$ cat src/rtl/mtc_pkg.sv
package mtc_pkg;
  localparam int PIN_N  = 4;
  localparam int SIB_N  = 4;
  localparam int DIV_N  = 8;
  localparam int FLAG_N = 5;

  localparam int F_CMP  = 0;
  localparam int F_CMP1 = 1;
  localparam int F_CMP2 = 2;
  localparam int F_OVF  = 3;
  localparam int F_EDGE = 4;

  localparam int IE_LSB = 8;

  typedef enum logic [2:0] {
    M_OFF, M_RISE, M_BOTH, M_GATED, M_QUAD, M_DIRSEC, M_TRIG, M_CASC
  } mode_e;

  typedef enum logic [2:0] {
    A_CTRL, A_CMP1, A_CMP2, A_LOAD, A_CNT, A_PRE1, A_PRE2, A_STAT
  } addr_e;

  typedef struct packed {
    logic [1:0] pl;
    logic [1:0] dbg;
    logic       down;
    logic [1:0] ssel;
    logic [3:0] psel;
    mode_e      mode;
  } ctrl_t;

  localparam int CTRL_W = $bits(ctrl_t);
endpackage

$ cat src/rtl/mtc_sync_edge.sv
module mtc_sync_edge #(
  parameter int W = 4
) (
  input  logic         clk,
  input  logic         rst_n,
  input  logic [W-1:0] d,
  output logic [W-1:0] q,
  output logic [W-1:0] q_prev
);
  logic [W-1:0] s1_q;

  always_ff @(posedge clk or negedge rst_n) begin
    if (!rst_n) begin
      s1_q   <= '0;
      q      <= '0;
      q_prev <= '0;
    end else begin
      s1_q   <= d;
      q      <= s1_q;
      q_prev <= q;
    end
  end
endmodule

$ cat src/rtl/mtc_prescale.sv
module mtc_prescale #(
  parameter int NSEL = 8
) (
  input  logic                    clk,
  input  logic                    rst_n,
  input  logic [$clog2(NSEL)-1:0] sel,
  output logic                    tick
);
  localparam int PW = (NSEL > 1) ? NSEL - 1 : 1;

  logic [PW-1:0]   pre_q;
  logic [PW-1:0]   pre_d;
  logic [NSEL-1:0] tick_v;

  assign pre_d = pre_q + 1'b1;

  always_ff @(posedge clk or negedge rst_n) begin
    if (!rst_n) pre_q <= '0;
    else        pre_q <= pre_d;
  end

  for (genvar k = 0; k < NSEL; k++) begin : g_div
    if (k == 0) begin : g_one
      assign tick_v[k] = 1'b1;
    end else begin : g_pow
      assign tick_v[k] = &pre_q[k-1:0];
    end
  end

  assign tick = tick_v[sel];
endmodule

$ cat src/rtl/mtc_mode_ctrl.sv
module mtc_mode_ctrl
  import mtc_pkg::*;
(
  input  mode_e mode,
  input  logic  prim_cur,
  input  logic  prim_prv,
  input  logic  sec_cur,
  input  logic  sec_prv,
  input  logic  down_cfg,
  input  logic  trig_run,
  output logic  en,
  output logic  up
);
  logic p_rise, p_fall, q_fwd, q_back;
  logic [1:0] q_prev, q_cur;

  assign p_rise = prim_cur & ~prim_prv;
  assign p_fall = ~prim_cur & prim_prv;
  assign q_prev = {prim_prv, sec_prv};
  assign q_cur  = {prim_cur, sec_cur};
  assign q_fwd  = (q_cur == {~q_prev[0], q_prev[1]});
  assign q_back = (q_cur == {q_prev[0], ~q_prev[1]});

  always_comb begin
    en = 1'b0;
    up = ~down_cfg;
    unique case (mode)
      M_OFF:    en = 1'b0;
      M_RISE:   en = p_rise;
      M_BOTH:   en = p_rise | p_fall;
      M_GATED:  en = p_rise & sec_cur;
      M_QUAD: begin
        en = q_fwd | q_back;
        up = q_fwd;
      end
      M_DIRSEC: begin
        en = p_rise;
        up = ~sec_cur;
      end
      M_TRIG:   en = p_rise & trig_run;
      M_CASC:   en = prim_cur;
      default:  en = 1'b0;
    endcase
  end
endmodule

$ cat src/rtl/mtc_channel.sv
module mtc_channel
  import mtc_pkg::*;
#(
  parameter int CW = 16
) (
  input  logic          clk,
  input  logic          rst_n,
  input  logic          wr_en,
  input  logic [2:0]    addr,
  input  logic [CW-1:0] wdata,
  output logic [CW-1:0] rdata,
  input  logic [3:0]    pin_in,
  input  logic [3:0]    sib_in,
  input  logic          dbg_req,
  output logic          cmp_out,
  output logic          irq
);
  localparam logic [CW-1:0] ALL_ONES = {CW{1'b1}};

  logic rs1_q, rs_n;

  always_ff @(posedge clk or negedge rst_n) begin
    if (!rst_n) begin
      rs1_q <= 1'b0;
      rs_n  <= 1'b0;
    end else begin
      rs1_q <= 1'b1;
      rs_n  <= rs1_q;
    end
  end

  ctrl_t               ctrl_q, ctrl_d;
  logic [CW-1:0]       cmp1_q, cmp1_d, cmp2_q, cmp2_d, load_q, load_d;
  logic [CW-1:0]       cnt_q, cnt_d, pre1_q, pre1_d, pre2_q, pre2_d;
  logic [FLAG_N-1:0]   flags_q, flags_d, ie_q, ie_d, flag_set;
  logic                trig_q, trig_d, cmpo_d;
  logic [SIB_N-1:0]    sib_p;
  logic [PIN_N-1:0]    pin_s, pin_p;
  logic                tick, prim_cur, prim_prv, sec_cur, sec_prv, sec_rise;
  logic                en, up, halt, step, match;

  mtc_sync_edge #(.W(PIN_N)) u_sync (
    .clk(clk), .rst_n(rs_n), .d(pin_in), .q(pin_s), .q_prev(pin_p)
  );

  mtc_prescale #(.NSEL(DIV_N)) u_pre (
    .clk(clk), .rst_n(rs_n), .sel(ctrl_q.psel[2:0]), .tick(tick)
  );

  always_comb begin
    if (ctrl_q.psel[3]) begin
      prim_cur = tick;
      prim_prv = 1'b0;
    end else if (ctrl_q.psel[2]) begin
      prim_cur = sib_in[ctrl_q.psel[1:0]];
      prim_prv = sib_p[ctrl_q.psel[1:0]];
    end else begin
      prim_cur = pin_s[ctrl_q.psel[1:0]];
      prim_prv = pin_p[ctrl_q.psel[1:0]];
    end
  end

  assign sec_cur  = pin_s[ctrl_q.ssel];
  assign sec_prv  = pin_p[ctrl_q.ssel];
  assign sec_rise = sec_cur & ~sec_prv;

  mtc_mode_ctrl u_mode (
    .mode(ctrl_q.mode), .prim_cur(prim_cur), .prim_prv(prim_prv),
    .sec_cur(sec_cur), .sec_prv(sec_prv), .down_cfg(ctrl_q.down),
    .trig_run(trig_q), .en(en), .up(up)
  );

  assign halt  = dbg_req & ctrl_q.dbg[0];
  assign step  = en & ~halt;
  assign match = up ? (cnt_q == cmp1_q) : (cnt_q == cmp2_q);

  always_comb begin
    ctrl_d   = ctrl_q;
    cmp1_d   = cmp1_q;
    cmp2_d   = cmp2_q;
    load_d   = load_q;
    cnt_d    = cnt_q;
    pre1_d   = pre1_q;
    pre2_d   = pre2_q;
    ie_d     = ie_q;
    flag_set = '0;

    flag_set[F_EDGE] = sec_rise;
    if (step) begin
      if (match) begin
        cnt_d            = load_q;
        flag_set[F_CMP]  = 1'b1;
        flag_set[F_CMP1] = up;
        flag_set[F_CMP2] = ~up;
        if ((ctrl_q.pl == 2'd1 && up) || (ctrl_q.pl == 2'd2 && !up)) begin
          cmp1_d = pre1_q;
          cmp2_d = pre2_q;
        end
      end else begin
        cnt_d           = up ? cnt_q + 1'b1 : cnt_q - 1'b1;
        flag_set[F_OVF] = up ? (cnt_q == ALL_ONES) : (cnt_q == '0);
      end
    end

    trig_d = (ctrl_q.mode == M_TRIG) && ((trig_q && !(step && match)) || sec_rise);
    cmpo_d = step & match & ~(dbg_req & ctrl_q.dbg[1]);
    flags_d = flags_q | flag_set;

    if (wr_en) begin
      unique case (addr_e'(addr))
        A_CTRL: ctrl_d = ctrl_t'(wdata[CTRL_W-1:0]);
        A_CMP1: cmp1_d = wdata;
        A_CMP2: cmp2_d = wdata;
        A_LOAD: load_d = wdata;
        A_CNT:  cnt_d  = wdata;
        A_PRE1: pre1_d = wdata;
        A_PRE2: pre2_d = wdata;
        A_STAT: begin
          ie_d    = wdata[IE_LSB +: FLAG_N];
          flags_d = (flags_q & ~wdata[FLAG_N-1:0]) | flag_set;
        end
        default: ;
      endcase
    end
  end

  always_ff @(posedge clk or negedge rs_n) begin
    if (!rs_n) begin
      ctrl_q  <= '0;
      cmp1_q  <= '0;
      cmp2_q  <= '0;
      load_q  <= '0;
      cnt_q   <= '0;
      pre1_q  <= '0;
      pre2_q  <= '0;
      flags_q <= '0;
      ie_q    <= '0;
      trig_q  <= 1'b0;
      cmp_out <= 1'b0;
      sib_p   <= '0;
    end else begin
      ctrl_q  <= ctrl_d;
      cmp1_q  <= cmp1_d;
      cmp2_q  <= cmp2_d;
      load_q  <= load_d;
      cnt_q   <= cnt_d;
      pre1_q  <= pre1_d;
      pre2_q  <= pre2_d;
      flags_q <= flags_d;
      ie_q    <= ie_d;
      trig_q  <= trig_d;
      cmp_out <= cmpo_d;
      sib_p   <= sib_in;
    end
  end

  always_comb begin
    rdata = '0;
    unique case (addr_e'(addr))
      A_CTRL: rdata[CTRL_W-1:0] = ctrl_q;
      A_CMP1: rdata = cmp1_q;
      A_CMP2: rdata = cmp2_q;
      A_LOAD: rdata = load_q;
      A_CNT:  rdata = cnt_q;
      A_PRE1: rdata = pre1_q;
      A_PRE2: rdata = pre2_q;
      A_STAT: begin
        rdata[FLAG_N-1:0]        = flags_q;
        rdata[IE_LSB +: FLAG_N]  = ie_q;
      end
      default: rdata = '0;
    endcase
  end

  assign irq = |(flags_q & ie_q);
endmodule

$ cat config.mk
export PLATFORM = sky130hd
export DESIGN_NAME = mtc_channel
export DESIGN_NICKNAME = d
export VERILOG_FILES = /design/src/rtl/mtc_pkg.sv /design/src/rtl/mtc_sync_edge.sv /design/src/rtl/mtc_prescale.sv /design/src/rtl/mtc_mode_ctrl.sv /design/src/rtl/mtc_channel.sv
export SDC_FILE = /design/constraint.sdc
export NUM_CORES = 1
export LEC_CHECK = 0
export BUFFER_PORTS_ARGS = -buffer_cell sky130_fd_sc_hd__buf_2
export CORE_MARGIN = 2
export CORE_UTILIZATION = 62
export DETAILED_ROUTE_END_ITERATION = 8
export GPL_ROUTABILITY_DRIVEN = 0
export PLACE_DENSITY = 0.81
export SLEW_MARGIN = 5
export SYNTH_ARGS = -nofsm -noshare
export SYNTH_HDL_FRONTEND = slang
export SYNTH_SLANG_ARGS = --single-unit
$ cat constraint.sdc
create_clock -name clk -period 4.8 [get_ports clk]
set_input_delay 0.96 -clock clk [delete_from_list [all_inputs] [get_ports clk]]
set_output_delay 0.96 -clock clk [all_outputs]
set_load 0.02 [all_outputs]
==> summary.md, run 1 <==
| Metric | Value |
|---|---|
| Status | `complete, no violations` |
| Total Neg Setup Slack | `0 ns` |
| First-pass GRT wire length | `38400 um` |
| ANT cells | `0` |
| FFs w/ async S/R, synth | `1.00` |
| Flop-to-flop setup slack | `0.54 ns` |
| Final Hold Viols | `0` |
| Final Net Count | `847` |
| HPWL after DPL | `16500 um` |
| Final Cycle Share | `0.909` |
| Core outline area | `13200 um^2` |
| Final WL | `24300 um` |
| Synth Cell Area | `8340 um^2` |
| Die Area | `14400 um^2` |
| Max Cap Viol | `0` |
| Synth Instances | `793` |
| Fillcell total | `905` |
| Antenna Nets Post-Route | `0` |
| Post-synthesis cell type count | `80` |
| Starting Density | `0.633` |
| Number of cells upsized or downsized after cts | `0` |
| Critical Path RT | `3.84 ns` |
| Row Count | `42` |
| H-tree lvl count | `4` |
| Post-synth top cells | `dfrtp_1, mux2_2, a21oi_1, nor2_1, mux2i_1` |
| Area grow syn2layout | `10.4%` |
| Worst flop-to-flop path startpoint | `u_pre.pre_q[0]$_DFF_PN0_` |
| Antenna violations before repair | `0` |
| Syn nets | `828` |
| DR vias/cell | `7.02` |
| Finished Core Util | `0.698` |
| Drc violations | `0` |
| Most used cell, CP | `buf_2` |
| Largest net degree at the start of global routing | `57` |
| Wirelength per Cell | `24.3 um` |
| Worst slew pin tran | `1.31 ns` |
| Setup CP Type | `in2out` |
| #FFs+latches synth | `147` |
| Post-cts hold buffer count | `0` |
| Leak | `4.02 nW` |
| Kind of end point of the critical path | `primary output` |
| CTS Buf Count | `17` |
| Main area contributors after synthesis | `dfrtp_1, mux2_2, mux2i_1` |
| Top Ports | `49` |
| Most common cell in the synthesized netlist | `dfrtp_1` |
| Syn avg cell area | `10.5 um^2` |
| Clk sinks | `147` |
| Sequential share of the synthesized area | `0.441` |
| Worst-skew pair later-pin latency | `0.43 ns` |
| Root Buffer Master | `clkbuf_16` |
| Ys flop type | `dfrtp_1` |
| Die extent in y | `120 um` |
| PnR Total Power | `4.56 mW` |
| Top-area cell type share of the netlist area | `0.441` |
| Count of input and output buffers | `48` |
| RSZ-0062 raised after global routing | `no` |
| Reg2reg end | `cnt_q[14]$_DFF_PN0_` |
| Pwr/cell area | `496 nW/um^2` |
| Worst path cell trace | `buf_2, clkinv_1, nor2_1, a221oi_1, a21oi_1, buf_2` |
| CP max-delay cell | `nor2_1` |
| R2R depth | `15` |
| Hold Crit Class | `in2async` |
| Die Width | `120 um` |
| Final count of pins violating max slew | `0` |
| Longest Clk Path Bufs | `2` |
| Vias in the first global route | `6866` |
| Crit path arrival time | `3.40 ns` |
| Initial DRC Count | `1190` |
| Peak VDD IR | `0.000331 V` |
| CP max stage delay | `0.95 ns` |
| CTS clock-pin slew for the worst setup and hold paths | `0.06 ns` |
| Share of cells above drive strength 1 | `0.231` |
| Setup violations, final | `0` |
| Via count | `7022` |
| Startpoint types | `input pin` |
| Clock skew | `0.00704 ns` |
| # Post-CTS Setup Buffers | `0` |
| Max_slew headroom | `0.123` |
| Total GRT Usage | `0.351` |
| CTS tree | `built` |
| Fmax achieved | `229 MHz` |
| Multi-input logic area | `4360 um^2` |
| Worst-path fanout max | `12` |
| Seq. cell area | `3680 um^2` |
| Synth Warn # | `0` |
| First-pass iteration count of the detailed router | `6` |
| Grt ovf | `0` |
| Period minus WS final | `4.36 ns` |
| Biggest area consumer among synthesized cells | `dfrtp_1` |
| Number of flops mapped to enable cells by yosys | `0` |
worst max-delay path: cells and delay by family:
kind | cells | cell delay, ns
buffers and inverters | 3 | 0.96
AND/OR/NAND/NOR | 1 | 0.95
AO/OA/AOI/OAI | 2 | 0.51
worst max-delay path by stage:
stage / start / to / slack, ns / cells after the start
floorplan: rs_n$_DFF_PN0_ / cmp1_q[0]$_DFF_PN0_ / 0.40 / 0
global placement: sib_in[3] / cnt_q[14]$_DFF_PN0_ / 0.52 / 15
detailed placement: sib_in[3] / cnt_q[14]$_DFF_PN0_ / 0.38 / 15
CTS: addr[0] / rdata[2] / 0.60 / 6
global route: u_pre.pre_q[0]$_DFF_PN0_ / cnt_q[14]$_DFF_PN0_ / 0.29 / 15
finish: addr[0] / rdata[2] / 0.44 / 6
state kept, by name, summed over array words and instances (netlist names):
name,count
cmp1_q,16
cmp2_q,16
cmp_out,1
cnt_q,16
ctrl_q,14
flags_q,5
ie_q,5
load_q,16
pre1_q,16
pre2_q,16
rs1_q,1
rs_n,1
sib_p,4
trig_q,1
u_pre.pre_q,7
u_sync.q,4
u_sync.q_prev,4
u_sync.s1_q,4
metrics by stage:
stage / instance area, um^2 / cells / hold WS, ns / setup WS [ns]
2_1_floorplan: 8340 / 793 / 0.331 / 0.401
3_3_place_gp: 8640 / 969 / 0.338 / 0.520
3_5_place_dp: 8640 / 969 / 0.340 / 0.382
4_1_cts: 9210 / 1000 / 0.290 / 0.604
5_1_grt: 9210 / 1000 / 0.294 / 0.290
6_report: 9210 / 1000 / 0.295 / 0.437
cell families after synthesis:
group                      share of synthesized area
adders and majority gates                    0.00600
buffers and inverters                         0.0370
muxes                                          0.190
other                                       0.000449
AOI/OAI and AO/OA                              0.148
DFF                                            0.441
xor gates and xnor gates                      0.0531
and+or+nand+nor                                0.125
cell usage in the layout, fill, tap and decap left out, types with 4 or more instances in the layout:
cell	Yosys	final
a21oi_1	63	63
a221oi_1	11	11
a22o_1	8	8
a22oi_1	5	5
a31oi_1	8	8
and2_1	5	5
and3_1	11	11
buf_2	4	48
buf_4	3	10
clkbuf_16	0	17
clkinv_2	0	7
dfrtp_1	147	146
ha_1	4	4
inv_1	10	10
mux2_2	73	73
mux2i_1	55	55
mux4_2	9	9
nand2_1	47	47
nand2b_1	5	5
nand3_1	16	16
nand4_1	10	10
nor2_1	61	61
nor2b_1	6	6
nor3_1	5	5
nor4_1	5	5
o211ai_1	4	4
o21ai_0	28	28
o21ai_1	5	5
o221ai_1	6	6
o22ai_1	7	7
o31ai_1	6	6
or3_1	6	6
xnor2_1	41	41
xor2_1	5	5
where the power goes:
part	switching (mW)	total, mW	internal, mW	leakage (nW)
registers	0.412	1.90	1.49	1.74
logic	0.716	1.34	0.625	2.00
clock network	0.517	1.32	0.806	0.286
cell type report:
type                            instances  area share
Multi-Input combinational cell        576       0.473
Inverter                               11     0.00448
Tap cell                              176      0.0239
Timing Repair Buffer                   59      0.0364
Clock buffer                           19      0.0470
Clock inverter                         12      0.0154
Sequential cell                       147       0.400
per-layer routing:
layer	track usage	up-vias	wire [um]
li1	-	2946	-
met1	0.474	3429	9200
met2	0.524	517	10900
met3	0.0851	130	2860
met4	0.193	0	1340
met5	0	-	0
Power figures use the tool's default switching activity.
==> run 2, diff against run 1 <==
- CORE_UTILIZATION: 62 -> 30
- PLACE_DENSITY: 0.81 -> 0.47
==> run 2 against run 1 <==
Against the previous run:
- setup slack better by 0.29 ns
- hold slack better by 0.0077 ns
- cell area up 3.8%
- sequential share of layout area down 1.4 points
- register-to-register slack better by 0.19 ns
- first-iteration DRC count down 52%
- wire length up 11%
- critical endpoint is now cnt_q[14]$_DFF_PN0_
- highest routed layer unchanged
==> summary.md, run 2 (synthesis results as in run 1) <==
| Metric | Value |
|---|---|
| Setup CP Type | `reg2reg (was in2out)` |
| Setup violations, final | `0 (unchanged)` |
| DR vias/cell | `5.34 (was 7.02)` |
| Int Power | `2.85 mW (was 2.92 mW)` |
| Finished Core Util | `0.347 (was 0.698)` |
| Max Cap Viol | `0 (unchanged)` |
| Final count of pins violating max slew | `0 (unchanged)` |
| Initial DRC Count | `575 (was 1190)` |
| Max_slew headroom | `0.244 (was 0.123)` |
| Vias in the first global route | `6348 (was 6866)` |
| Die Area | `29200 um^2 (was 14400 um^2)` |
| Drc violations | `0 (unchanged)` |
| Seq. cell area | `3680 um^2 (unchanged)` |
| CTS tree | `built (unchanged)` |
| Final Net Count | `858 (was 847)` |
| PnR Total Power | `4.57 mW (was 4.56 mW)` |
| ANT cells | `0 (unchanged)` |
| Longest Clk Path Bufs | `2 (unchanged)` |
| RSZ-0062 raised after global routing | `no (unchanged)` |
| Family with the most delay on the worst path | `simple AND/OR/NAND/NOR gates (was buffers and inverters)` |
| WHS | `0.303 ns (was 0.295 ns)` |
| Status | `complete, no violations (unchanged)` |
| Leak | `4.07 nW (was 4.02 nW)` |
| Crit path buffers/inverters | `0 (was 3)` |
| HPWL after DPL | `19500 um (was 16500 um)` |
| CTS Buf Count | `17 (unchanged)` |
| Row Count | `61 (was 42)` |
| Share of cells above drive strength 1 | `0.244 (was 0.231)` |
| Area grow syn2layout | `14.5% (was 10.4%)` |
| Sw Share | `0.375 (was 0.361)` |
| Starting Density | `0.303 (was 0.633)` |
| Die Width | `171 um (was 120 um)` |
| Core outline area | `27600 um^2 (was 13200 um^2)` |
| Final WL | `27000 um (was 24300 um)` |
| Count of input and output buffers | `48 (unchanged)` |
| Kind of end point of the critical path | `register (was primary output)` |
| First-pass iteration count of the detailed router | `5 (was 6)` |
| Hold Crit Class | `in2async (unchanged)` |
| First-pass GRT wire length | `41400 um (was 38400 um)` |
| Fmax achieved | `245 MHz (was 229 MHz)` |
| Worst slew pin tran | `1.13 ns (was 1.31 ns)` |
| Root Buffer Master | `clkbuf_16 (unchanged)` |
| Worst-path fanout max | `17 (was 12)` |
| Most used cell, CP | `ha_1 (was buf_2)` |
| Psw | `1.71 mW (was 1.65 mW)` |
| # Post-CTS Setup Buffers | `0 (unchanged)` |
| CP max-delay cell | `dfrtp_1 (was nor2_1)` |
| Top Ports | `49 (unchanged)` |
| H-tree lvl count | `4 (unchanged)` |
| Final Cycle Share | `0.849 (was 0.909)` |
| CP max stage delay | `0.46 ns (was 0.95 ns)` |
| Clock skew | `0.0100 ns (was 0.00704 ns)` |
| Period minus WS final | `4.07 ns (was 4.36 ns)` |
| Startpoint types | `register (was input pin)` |
| Antenna Nets Post-Route | `0 (unchanged)` |
| Flop pwr share | `0.414 (was 0.416)` |
| Wirelength per Cell | `22.2 um (was 24.3 um)` |
| Worst-skew pair later-pin latency | `0.43 ns (about the same)` |
| Antenna violations before repair | `0 (unchanged)` |
| Total Neg Setup Slack | `0 ns (unchanged)` |
| Combinational share of power | `0.298 (was 0.294)` |
| Most common cell after layout, fill and taps aside | `dfrtp_1 (unchanged)` |
| Die extent in y | `171 um (was 120 um)` |
| Via count | `6482 (was 7022)` |
| Clk sinks | `147 (unchanged)` |
| Post-cts hold buffer count | `0 (unchanged)` |
| Fillcell total | `2814 (was 905)` |
| Peak VDD IR | `0.000259 V (was 0.000331 V)` |
| Clock power share | `0.288 (was 0.290)` |
| Pwr/cell area | `478 nW/um^2 (was 496 nW/um^2)` |
| Final Hold Viols | `0 (unchanged)` |
| CTS clock-pin slew for the worst setup and hold paths | `0.07 ns (was 0.06 ns)` |
| Total GRT Usage | `0.192 (was 0.351)` |
| Largest net degree at the start of global routing | `78 (was 57)` |
| Crit path arrival time | `4.38 ns (was 3.40 ns)` |
| Worst path cell trace | `ha_1, nand3_1, a211o_1, a311oi_1, nor3_2, nand4b_2, nand2_4, xnor2_1, ha_1, or3_1, nor4b_1, a31oi_1, or3b_1, a21oi_1, o31ai_1 (was buf_2, clkinv_1, nor2_1, a221oi_1, a21oi_1, buf_2)` |
| Multi-input logic area | `4360 um^2 (unchanged)` |
| Most frequent cells in the layout | `dfrtp_1, mux2_2, a21oi_1 (unchanged)` |
| Grt ovf | `0 (unchanged)` |
| Critical Path RT | `5.11 ns (was 3.84 ns)` |
| Number of cells upsized or downsized after cts | `0 (unchanged)` |
run 2: area by class of cell:
class | count | area share
clock buffers | 17 | 0.0445
inverters | 11 | 0.00432
multi-input cells | 576 | 0.456
clock inverters | 15 | 0.0154
well taps | 378 | 0.0495
flip-flops and latches | 147 | 0.385
repair buffers | 70 | 0.0450
run 2: path summary, 6_finish.rpt:
check	start	end	slack (ns)	depth (start not counted)
worst max-delay path	u_pre.pre_q[0]$_DFF_PN0_	cnt_q[14]$_DFF_PN0_	0.73	15
min in group clk	u_sync.s1_q[1]$_DFF_PN0_	u_sync.q[1]$_DFF_PN0_	0.35	0
max in group asynchronous	rs_n$_DFF_PN0_	cnt_q[15]$_DFF_PN0_	3.36	1
worst min-delay path	rst_n	rs1_q$_DFF_PN0_	0.30	1
worst max register to register	u_pre.pre_q[0]$_DFF_PN0_	cnt_q[14]$_DFF_PN0_	0.73	15
worst min register to register	u_sync.s1_q[1]$_DFF_PN0_	u_sync.q[1]$_DFF_PN0_	0.35	0
run 2: metal layers:
layer,track usage,part of all wire,vias up
met3,0.0312,0.049,38
met4,0.0684,0.029,0
met2,0.295,0.46,177
met5,0,0,-
met1,0.274,0.47,3285
li1,-,-,2982
run 2: through the flow:
step | setup slack (ns) | cells | instance area [um^2]
final | 0.726 | 1214 | 9560
after global routing | 0.446 | 1214 | 9560
after CTS | 0.764 | 1214 | 9560
after detailed placement | 0.506 | 1182 | 8980
after global placement | 0.549 | 1182 | 8980
after floorplan | 0.401 | 793 | 8340
run 2: power groups by stage:
stage	clock network, mW	registers [mW]	logic, mW
after global routing	1.40	1.93	1.47
after detailed placement	0	1.90	1.35
final	1.32	1.89	1.36
after floorplan	0	1.66	1.13
after CTS	1.35	1.88	1.36
after global placement	0	1.91	1.35
==> run 3, diff against run 2 <==
- PLACE_DENSITY: 0.47 -> 0.49
- clock period: 4.8 -> 3.5 ns (I/O delays scaled with it)
==> run 3 against run 2 <==
Against the previous run:
- fmax is 18% higher
- sequential cell count is the same
- count of clock-buffer cells in the layout grew 3
- critical path depth is 1 higher
- setup slack worse by 0.69 ns
- final cell count is 4.5% higher
- register-to-register slack got worse by 0.69 ns
- critical path type unchanged
- largest power group unchanged
- highest routed layer unchanged
==> summary.md, run 3 (synthesis results as in run 1) <==
| Metric | Value |
|---|---|
| Core outline area | `27600 um^2 (unchanged)` |
| Largest net degree at the start of global routing | `58 (was 78)` |
| Final Net Count | `912 (was 858)` |
| Fin cells | `1269 (was 1214)` |
| Most frequent cells in the layout | `dfrtp_1, mux2_2, buf_4 (was dfrtp_1, mux2_2, a21oi_1)` |
| Max Cap Viol | `0 (unchanged)` |
| Clock skew | `0.00933 ns (was 0.0100 ns)` |
| Fillcell total | `2769 (was 2814)` |
| Crit path buffers/inverters | `1 (was 0)` |
| Longest Clk Path Bufs | `2 (unchanged)` |
| CTS tree | `built (unchanged)` |
| Leak | `4.43 nW (was 4.07 nW)` |
| Clk sinks | `147 (unchanged)` |
| Drc violations | `0 (unchanged)` |
| Via count | `6746 (was 6482)` |
| Fmax achieved | `289 MHz (was 245 MHz)` |
| Area grow syn2layout | `23.6% (was 14.5%)` |
| DR vias/cell | `5.32 (was 5.34)` |
| HPWL after DPL | `20600 um (was 19500 um)` |
| CP max stage delay | `0.46 ns (about the same)` |
| Total GRT Usage | `0.198 (was 0.192)` |
| Peak VDD IR | `0.000385 V (was 0.000259 V)` |
| Starting Density | `0.303 (unchanged)` |
| CTS Buf Count | `17 (unchanged)` |
| Status | `complete, no violations (unchanged)` |
| Root Buffer Master | `clkbuf_16 (unchanged)` |
| Die extent in y | `171 um (unchanged)` |
| Worst-skew pair later-pin latency | `0.44 ns (was 0.43 ns)` |
| Share of cells above drive strength 1 | `0.325 (was 0.244)` |
| Antenna Nets Post-Route | `0 (unchanged)` |
| Setup CP Type | `reg2reg (unchanged)` |
| Setup violations, final | `0 (unchanged)` |
| Final count of pins violating max slew | `0 (unchanged)` |
| Worst slew pin tran | `0.640 ns (was 1.13 ns)` |
| Wirelength per Cell | `22.0 um (was 22.2 um)` |
| CTS clock-pin slew for the worst setup and hold paths | `0.06 ns (was 0.07 ns)` |
| Row Count | `61 (unchanged)` |
| RSZ-0062 raised after global routing | `yes (was no)` |
| Grt ovf | `0 (unchanged)` |
| Final WL | `27900 um (was 27000 um)` |
| Placed cells | `1228 (was 1182)` |
| PnR Total Power | `6.78 mW (was 4.57 mW)` |
| Family with the most delay on the worst path | `simple AND/OR/NAND/NOR gates (unchanged)` |
| Final Cycle Share | `0.990 (was 0.849)` |
| Top Ports | `49 (unchanged)` |
| Pwr/cell area | `657 nW/um^2 (was 478 nW/um^2)` |
| First-pass iteration count of the detailed router | `6 (was 5)` |
| Worst-path fanout max | `4 (was 17)` |
| Period minus WS final | `3.46 ns (was 4.07 ns)` |
| Post-cts hold buffer count | `0 (unchanged)` |
| Finished Core Util | `0.374 (was 0.347)` |
| Crit path arrival time | `3.77 ns (was 4.38 ns)` |
| Worst path cell trace | `ha_4, and4_1, o211ai_1, a311oi_2, buf_4, nor3_4, nand4b_4, nand2_4, xnor2_2, ha_2, or3_4, nor4b_4, a31oi_1, or3b_1, a21oi_2, o31ai_1 (was ha_1, nand3_1, a211o_1, a311oi_1, nor3_2, nand4b_2, nand2_4, xnor2_1, ha_1, or3_1, nor4b_1, a31oi_1, or3b_1, a21oi_1, o31ai_1)` |
| Antenna violations before repair | `1 (was 0)` |
| Vias in the first global route | `6631 (was 6348)` |
| Final Hold Viols | `0 (unchanged)` |
| WHS | `0.0343 ns (was 0.303 ns)` |
| Initial DRC Count | `378 (was 575)` |
| Count of input and output buffers | `48 (unchanged)` |
| H-tree lvl count | `4 (unchanged)` |
| Critical Path RT | `3.81 ns (was 5.11 ns)` |
| Die Area | `29200 um^2 (unchanged)` |
| Max_slew headroom | `0.572 (was 0.244)` |
| Startpoint types | `register (unchanged)` |
| CP max-delay cell | `dfrtp_2 (was dfrtp_1)` |
| Most common cell after layout, fill and taps aside | `dfrtp_1 (unchanged)` |
| First-pass GRT wire length | `42700 um (was 41400 um)` |
| Die Width | `171 um (unchanged)` |
| Hold Crit Class | `in2async (unchanged)` |
| Kind of end point of the critical path | `register (unchanged)` |
## run 3: area by class of cell
type	count	area [um^2]	share of cell area
Clock inverter	12	166	0.0161
Multi-Input combinational cell	576	4560	0.442
Tap cell	378	473	0.0459
Timing Repair Buffer	124	928	0.0900
Sequential cell	147	3690	0.358
Inverter	11	41.3	0.00400
Clock buffer	20	457	0.0443
Antenna cell	1	2.50	0.000243
## run 3: path summary, 6_finish.rpt
check / from / end / slack (ns) / cells past startpoint
min in group clk: u_sync.s1_q[2]$_DFF_PN0_ / u_sync.q[2]$_DFF_PN0_ / 0.35 / 0
hold / removal: rst_n / rs_n$_DFF_PN0_ / 0.03 / 1
max in group asynchronous: rs_n$_DFF_PN0_ / cnt_q[11]$_DFF_PN0_ / 2.41 / 1
setup / recovery: u_pre.pre_q[1]$_DFF_PN0_ / cnt_q[14]$_DFF_PN0_ / 0.04 / 16
hold reg to reg: rs_n$_DFF_PN0_ / ctrl_q[3]$_DFFE_PN0P_ / 0.30 / 0
setup reg to reg: u_pre.pre_q[1]$_DFF_PN0_ / cnt_q[14]$_DFF_PN0_ / 0.04 / 16
## run 3: through the flow
stage	area (um^2)	setup WS, ns	TNS [ns]
after floorplan	8390	-0.257	-0.475
after global placement	9420	-0.155	-0.751
after detailed placement	9420	-0.197	-1.17
after CTS	10000	0.000572	0
after global routing	10300	-0.131	-3.28
final	10300	0.0358	0
## run 3: timing repair
item | in CTS | in global routing
pin swaps | 0 | 27
endpoints found under the setup margin | 2 | 49
resized for setup | 2 | 35
setup buffers | 0 | 7
cloned | 0 | 1
## run 3: worst reg2reg max path: stages, from the launching register on
cell and delay (ns):
dfrtp_2 0.46, ha_4 0.20, and4_1 0.20, o211ai_1 0.13, a311oi_2 0.15, buf_4 0.18
nor3_4 0.18, nand4b_4 0.18, nand2_4 0.07, xnor2_2 0.15, ha_2 0.19, or3_4 0.36
nor4b_4 0.28, a31oi_1 0.08, or3b_1 0.38, a21oi_2 0.12, o31ai_1 0.07
## run 3: report_power, final
| part | switching [mW] | total, mW | internal [mW] | leakage, nW |
|---|---|---|---|---|
| Combinational | 1.16 | 2.27 | 1.12 | 2.39 |
| Sequential | 0.496 | 2.54 | 2.04 | 1.73 |
| Clock | 0.791 | 1.97 | 1.18 | 0.304 |
| Total | 2.44 | 6.78 | 4.33 | 4.43 |
## run 3: layer usage
metal	up-vias	wire (um)	GRT usage	part of all wire
met1	3494	13000	0.277	0.46
met4	0	604	0.0661	0.022
met2	129	13600	0.318	0.49
li1	3090	-	-	-
met5	-	0	0	0
met3	33	766	0.0234	0.027
